===== config.mk =====
export PLATFORM = sky130hd
export DESIGN_NAME = residue_linearizer
export DESIGN_NICKNAME = d
export VERILOG_FILES = /design/src/rtl/residue_linearizer_pkg.sv /design/src/rtl/residue_lin_ctrl.sv /design/src/rtl/residue_lin_coef.sv /design/src/rtl/residue_lin_path.sv /design/src/rtl/residue_linearizer.sv
export SDC_FILE = /design/constraint.sdc
export NUM_CORES = 2
export LEC_CHECK = 0
export ABC_AREA = 1
export BUFFER_PORTS_ARGS = -buffer_cell sky130_fd_sc_hd__buf_2
export CAP_MARGIN = 0
export CORE_ASPECT_RATIO = 2
export CORE_MARGIN = 4
export CORE_UTILIZATION = 28
export DETAILED_ROUTE_END_ITERATION = 10
export PLACE_DENSITY_LB_ADDON = 0.12
export SLEW_MARGIN = 20
export SYNTH_ARGS = -nofsm -noshare
export SYNTH_HDL_FRONTEND = slang
export SYNTH_SLANG_ARGS = --single-unit

===== constraint.sdc =====
create_clock -name clk -period 19.45 [get_ports clk]
set_input_delay 3.89 -clock clk [delete_from_list [all_inputs] [get_ports clk]]
set_output_delay 3.89 -clock clk [all_outputs]
set_load 0.05 [all_outputs]

===== src/rtl/residue_linearizer_pkg.sv =====
package residue_linearizer_pkg;

  // strobes the control half issues to the datapath each cycle
  typedef struct packed {
    logic captureEn;  // load the first pipeline register
    logic emitEn;     // load the output register
    logic adaptEn;    // apply one coefficient update
  } ctrlStrobes_t;

endpackage


===== src/rtl/residue_lin_ctrl.sv =====
module residue_lin_ctrl
  import residue_linearizer_pkg::*;
(
  input  logic         clk,
  input  logic         rst,
  input  logic         rawValid,
  input  logic         estValid,
  output ctrlStrobes_t strobes,
  output logic         outValid
);

  logic stage1Valid;

  always_ff @(posedge clk) begin
    if (rst) begin
      stage1Valid <= 1'b0;
      outValid    <= 1'b0;
    end else begin
      stage1Valid <= rawValid;
      outValid    <= stage1Valid;
    end
  end

  always_comb begin
    strobes.captureEn = rawValid;
    strobes.emitEn    = stage1Valid;
    strobes.adaptEn   = estValid;
  end

  // a valid raw code must reach the output two edges later
  assert_valid_two_R2: assert property (@(posedge clk) disable iff (rst)
    rawValid |=> ##1 outValid);
  assert_invalid_two_R2: assert property (@(posedge clk) disable iff (rst)
    !rawValid |=> ##1 !outValid);

endmodule


===== src/rtl/residue_lin_coef.sv =====
module residue_lin_coef
  import residue_linearizer_pkg::*;
#(
  parameter int EST_W   = 12,
  parameter int ACC_W   = 24,
  parameter int COEF_W  = 16,
  parameter int SHIFT_W = 4
) (
  input  logic                     clk,
  input  logic                     rst,
  input  ctrlStrobes_t             strobes,
  input  logic [EST_W-1:0]         distHi,
  input  logic [EST_W-1:0]         distLo,
  input  logic [SHIFT_W-1:0]       stepShift,
  output logic signed [COEF_W-1:0] coef
);

  localparam int DIFF_W   = EST_W + 1;
  localparam int UP_SHIFT = ACC_W - COEF_W;
  localparam int SUM_W    = ACC_W + 1;
  localparam logic signed [SUM_W-1:0] ACC_MAX = SUM_W'((64'sd1 <<< (ACC_W - 1)) - 64'sd1);
  localparam logic signed [SUM_W-1:0] ACC_MIN = -(SUM_W'(64'sd1 <<< (ACC_W - 1)));

  logic signed [ACC_W-1:0]  acc;
  logic signed [DIFF_W-1:0] diff;
  logic signed [SUM_W-1:0]  incr;
  logic signed [SUM_W-1:0]  accSum;
  logic signed [ACC_W-1:0]  accNext;

  always_comb begin
    diff   = $signed({1'b0, distHi}) - $signed({1'b0, distLo});
    incr   = (SUM_W'(diff) <<< UP_SHIFT) >>> stepShift;
    accSum = SUM_W'(acc) + incr;
    if (accSum > ACC_MAX)      accNext = ACC_W'(ACC_MAX);
    else if (accSum < ACC_MIN) accNext = ACC_W'(ACC_MIN);
    else                       accNext = ACC_W'(accSum);
  end

  always_ff @(posedge clk) begin
    if (rst)                  acc <= '0;
    else if (strobes.adaptEn) acc <= accNext;
  end

  assign coef = acc[ACC_W-1 -: COEF_W];

  // no estimate strobe, no movement of the accumulator
  assert_hold_idle_R8: assert property (@(posedge clk) disable iff (rst)
    !strobes.adaptEn |=> $stable(acc));
  // a non-negative step never lowers the accumulator (no wrap at the top)
  assert_no_wrap_up_R9: assert property (@(posedge clk) disable iff (rst)
    (strobes.adaptEn && incr >= 0) |=> acc >= $past(acc));
  // a negative step never raises the accumulator (no wrap at the bottom)
  assert_no_wrap_down_R9: assert property (@(posedge clk) disable iff (rst)
    (strobes.adaptEn && incr < 0) |=> acc <= $past(acc));

endmodule


===== src/rtl/residue_lin_path.sv =====
module residue_lin_path
  import residue_linearizer_pkg::*;
#(
  parameter int RAW_W  = 12,
  parameter int COEF_W = 16
) (
  input  logic                     clk,
  input  logic                     rst,
  input  ctrlStrobes_t             strobes,
  input  logic signed [RAW_W-1:0]  rawCode,
  input  logic signed [COEF_W-1:0] coef,
  output logic signed [RAW_W-1:0]  outCode
);

  localparam int FULL_W     = 3 * RAW_W;
  localparam int CUBE_SHIFT = 2 * (RAW_W - 1);
  localparam int CUBE_W     = RAW_W + 1;
  localparam int PROD_W     = COEF_W + CUBE_W;
  localparam int FRAC       = COEF_W - 1;
  localparam int ERR_W      = PROD_W - FRAC;
  localparam int SUM_W      = (ERR_W > RAW_W ? ERR_W : RAW_W) + 1;
  localparam logic signed [SUM_W-1:0] OUT_MAX = SUM_W'((64'sd1 <<< (RAW_W - 1)) - 64'sd1);
  localparam logic signed [SUM_W-1:0] OUT_MIN = -(SUM_W'(64'sd1 <<< (RAW_W - 1)));

  logic signed [RAW_W-1:0]  rawQ;
  logic signed [CUBE_W-1:0] cubeQ;
  logic signed [FULL_W-1:0] rawExt;
  logic signed [FULL_W-1:0] cubeFull;
  logic signed [CUBE_W-1:0] cubeNext;
  logic signed [PROD_W-1:0] prod;
  logic signed [ERR_W-1:0]  errTerm;
  logic signed [SUM_W-1:0]  corrSum;
  logic signed [RAW_W-1:0]  corrSat;

  // stage 1: normalized cube of the raw code (|c| <= 2^(RAW_W-1))
  always_comb begin
    rawExt   = FULL_W'(rawCode);
    cubeFull = rawExt * rawExt * rawExt;
    cubeNext = CUBE_W'(cubeFull >>> CUBE_SHIFT);
  end

  // stage 2: scale by the coefficient, subtract, clamp
  always_comb begin
    prod    = PROD_W'(coef) * PROD_W'(cubeQ);
    errTerm = ERR_W'(prod >>> FRAC);
    corrSum = SUM_W'(rawQ) - SUM_W'(errTerm);
    if (corrSum > OUT_MAX)      corrSat = RAW_W'(OUT_MAX);
    else if (corrSum < OUT_MIN) corrSat = RAW_W'(OUT_MIN);
    else                        corrSat = RAW_W'(corrSum);
  end

  always_ff @(posedge clk) begin
    if (rst) begin
      rawQ    <= '0;
      cubeQ   <= '0;
      outCode <= '0;
    end else begin
      if (strobes.captureEn) begin
        rawQ  <= rawCode;
        cubeQ <= cubeNext;
      end
      if (strobes.emitEn) outCode <= corrSat;
    end
  end

  // the output register moves only when a result is emitted
  assert_hold_out_R5: assert property (@(posedge clk) disable iff (rst)
    !strobes.emitEn |=> $stable(outCode));
  // a zero coefficient passes the captured raw code straight through
  assert_zero_coef_R6: assert property (@(posedge clk) disable iff (rst)
    (strobes.emitEn && coef == '0) |=> outCode == $past(rawQ));

endmodule


===== src/rtl/residue_linearizer.sv =====
module residue_linearizer
  import residue_linearizer_pkg::*;
#(
  parameter int RAW_W   = 12,
  parameter int EST_W   = 12,
  parameter int ACC_W   = 24,
  parameter int COEF_W  = 16,
  parameter int SHIFT_W = 4
) (
  input  logic                     clk,
  input  logic                     rst,
  input  logic                     rawValid,
  input  logic signed [RAW_W-1:0]  rawCode,
  input  logic                     estValid,
  input  logic [EST_W-1:0]         distHi,
  input  logic [EST_W-1:0]         distLo,
  input  logic [SHIFT_W-1:0]       stepShift,
  output logic                     outValid,
  output logic signed [RAW_W-1:0]  outCode,
  output logic signed [COEF_W-1:0] coefOut
);

  ctrlStrobes_t strobes;

  residue_lin_ctrl u_ctrl (
    .clk      (clk),
    .rst      (rst),
    .rawValid (rawValid),
    .estValid (estValid),
    .strobes  (strobes),
    .outValid (outValid)
  );

  residue_lin_coef #(
    .EST_W   (EST_W),
    .ACC_W   (ACC_W),
    .COEF_W  (COEF_W),
    .SHIFT_W (SHIFT_W)
  ) u_coef (
    .clk       (clk),
    .rst       (rst),
    .strobes   (strobes),
    .distHi    (distHi),
    .distLo    (distLo),
    .stepShift (stepShift),
    .coef      (coefOut)
  );

  residue_lin_path #(
    .RAW_W  (RAW_W),
    .COEF_W (COEF_W)
  ) u_path (
    .clk     (clk),
    .rst     (rst),
    .strobes (strobes),
    .rawCode (rawCode),
    .coef    (coefOut),
    .outCode (outCode)
  );

endmodule


==> impl_metrics.csv <==
group,metric,value,unit
outcome,status,"finished, final reports clean",
synthesis,synth.area.top_cells,"fa_1 (40%), inv_1 (13%), ha_1 (11%)",
layout,nets,4513,
layout,drive_above_1_share,5.87,%
synthesis,synthAdderAreaFrac,51.5,%
synthesis,synth_edf_count,0,
clock_tree,cts_tree,"yes",
clock_tree,clk_pin_slew,0.06,ns
setup_path,path_max_fanout,26,
clock_tree,clk_path_buf_depth,2,
clock_tree,post-cts-setup-buffers,0,
route,drt_iter0_markers,664,
setup_path,cp.arrival,15.18,ns
setup_path,critPathMaxStageDelay,1.01,ns
timing,finClkSkew,0.00921,ns
layout,instances_no_fill,4986,
timing,tightest_slew,1.12,ns
setup_path,required,19.73,ns
timing,hold_ws,0.475,ns
placed_design,dp_hpwl,84100,um
route,ant_nets,0,
synthesis,synth_area_leader_cell,"fa_1",
synthesis,synth_top_area_share,40.1,%
global_routing,grt_max_degree,53,
route,route.vias.total,22781,
placed_design,placed_cells,4969,
layout,seq_area,1260,sq um
synthesis,synth_flop_cell,"dfxtp_1",
setup_path,worstReg2RegStart,"u_path.cubeQ[12]",
die,die_x,231,um
clock_tree,h-tree-depth,3,
route,drtPass1Iterations,5,
synthesis,ys_seq_area_share,4.54,%
die,ios,73,
timing,timing.final.crit_share,76.6,%
clock_tree,cts_root_buf,"clkbuf_16",
die,die_area,105000,sq um
job,max_cap_violations,0,
setup_path,path_buf_inv,9,
setup_path,cp_top_family,"adder cells",
setup_path,startpoint_type,"primary input",
hold_path,worstHoldPathType,"reg -> reg",
global_routing,grt_pass1_wl,149000,um
route,wl,97600,um
setup_path,crit_start,"rawCode[11]",
synthesis,yosysWarnings,0,
synthesis,yosys.area_share.simple,18.6,%
timing,fmax,67.1,MHz
die,core,98500,sq um
clock_tree,ctsResizeCount,0,
synthesis,synth_compound_area_share,7.87,%
synthesis,postSynth.asyncResetShare,0,%
clock_tree,cts_buffers,9,
clock_tree,hold_buffers,0,
route,wl_per_cell,19.6,um
synthesis,yosysMostFrequentCell,"inv_1",
layout,finalInstanceArea,29800,sq um
synthesis,yosysUniqueCellTypes,55,
layout,multi_input_area,22400,sq um
hold_path,hp-start,"u_path.outCode[0]",
clock_tree,clock_latency,0.39,ns
setup_path,endpoint_kind,"flip-flop",
synthesis,synth_cells,3663,
synthesis,synth_common_cells,"inv_1 (930), nand2_1 (799), fa_1 (556), ha_1 (253), nor2_1 (201)",
die,die_y,453,um
synthesis,synth_top_family_by_area,"adder cells",
synthesis,syn_area,27800,sq um
route,vias_per_cell,4.57,
placed_design,routabilityCongestion,0.873,
placed_design,dpl_cell_area,29500,sq um
timing,max-slew-margin-rel,24.4,%
timing,fin_crit,14.90,ns
die,initial_core_util,28.2,%
placed_design,port_buffers,72,
synthesis,muxShareOfSynthArea,0,%
timing,rsz0062_at_grt,"no",
synthesis,syn_nets,4516,
global_routing,grt.total_usage,18.9,%
synthesis,ys_seq_elements,63,
clock_tree,cts.sinks,63,
setup_path,slowest_stage,"nor4_1",
global_routing,grt_pass1_vias,25920,
die,num_rows,163,
timing,fin_tns_setup,0,ns
global_routing,overflow,0,
timing,hold_viol,0,
layout,area_growth_syn_to_layout,7.47,%
layout,fill_cells,10886,
synthesis,synth_xor_area_share,2.63,%
setup_path,critPathKind,"in -> reg",
route,drc,0,
timing,setup_viol_count_final,0,
global_routing,antenna_found_initial,1,
timing,slew_viol_final,0,
synthesis,avgSynthCellArea,7.58,sq um
sequential cells by signal, summed over array words and instances (netlist names):
name / flops
u_ctrl.stage1Valid: 1
u_ctrl.outValid: 1
u_coef.acc: 24
u_path.cubeQ: 13
u_path.outCode: 12
u_path.rawQ: 12
worst paths after layout:
| kind | endpoint | slack (ns) | cells past startpoint |
|---|---|---|---|
| max reg2reg | u_path.outCode[10] | 11.51 | 29 |
| min reg2reg | u_path.outCode[0] | 0.48 | 2 |
| max | u_path.cubeQ[7] | 4.55 | 37 |
| min | u_path.outCode[0] | 0.48 | 2 |
cells in the final DEF, fill, tap and decap left out, types with 5 or more instances in the layout:
master	count
a21boi_0	5
xor2_1	49
inv_1	930
ha_1	253
xnor2_1	27
nor3_1	20
nand2_2	7
nor2_1	201
nand4_1	17
fa_1	556
buf_2	72
buf_4	46
dfxtp_1	63
nand3_1	128
o21ai_1	9
nor4_1	8
or2_2	47
o21bai_1	11
o21ai_0	125
a21oi_1	180
nand2_1	799
clkinv_1	7
a21o_1	18
nand3b_1	9
clkbuf_16	9
a31oi_1	7
metal layers:
layer  global-route usage (%)  up-vias  routed length [um]
li1                         -    10852                   -
met4                     10.1        0                5950
met5                        0        -                   0
met2                     41.6      323               60800
met3                    0.886      175                1160
met1                     16.2    11431               29700
worst register-to-register path, delay by kind of cell (launching register included):
family          cells  cell delay, ns
compound gates      5            0.99
buf+inv             4            0.53
xor+xnor            2            0.34
flops               1            0.50
simple gates       10            1.76
fa+ha+maj           8            3.76
cell families after synthesis:
kind of cell | count (synthesis)
AO/OA/AOI/OAI | 388
adder cells (fa/ha/maj) | 809
XOR/XNOR | 80
buffers and inverters | 1075
flip-flops | 63
AND/OR/NAND/NOR | 1247
other | 1
layout make-up:
type	count	share of cell area, %
repair buffers	118	2.37
clock inverters	7	0.243
flip-flops and latches	63	4.23
well taps	1320	5.54
inverters	943	11.9
diodes	1	0.00839
multi-input cells	2525	75.0
clock buffers	9	0.755
metrics by stage:
step                setup slack (ns)  util [%]
finish                          4.55      30.3
global route                    4.29      30.3
CTS                             4.69      30.3
detailed placement              4.26      30.0
global placement                4.26      30.0
floorplan                       6.47         -
Power is left out: the tool's default activity adds up to more than one toggle a clock period on the data nets, which glitch-free logic cannot reach.
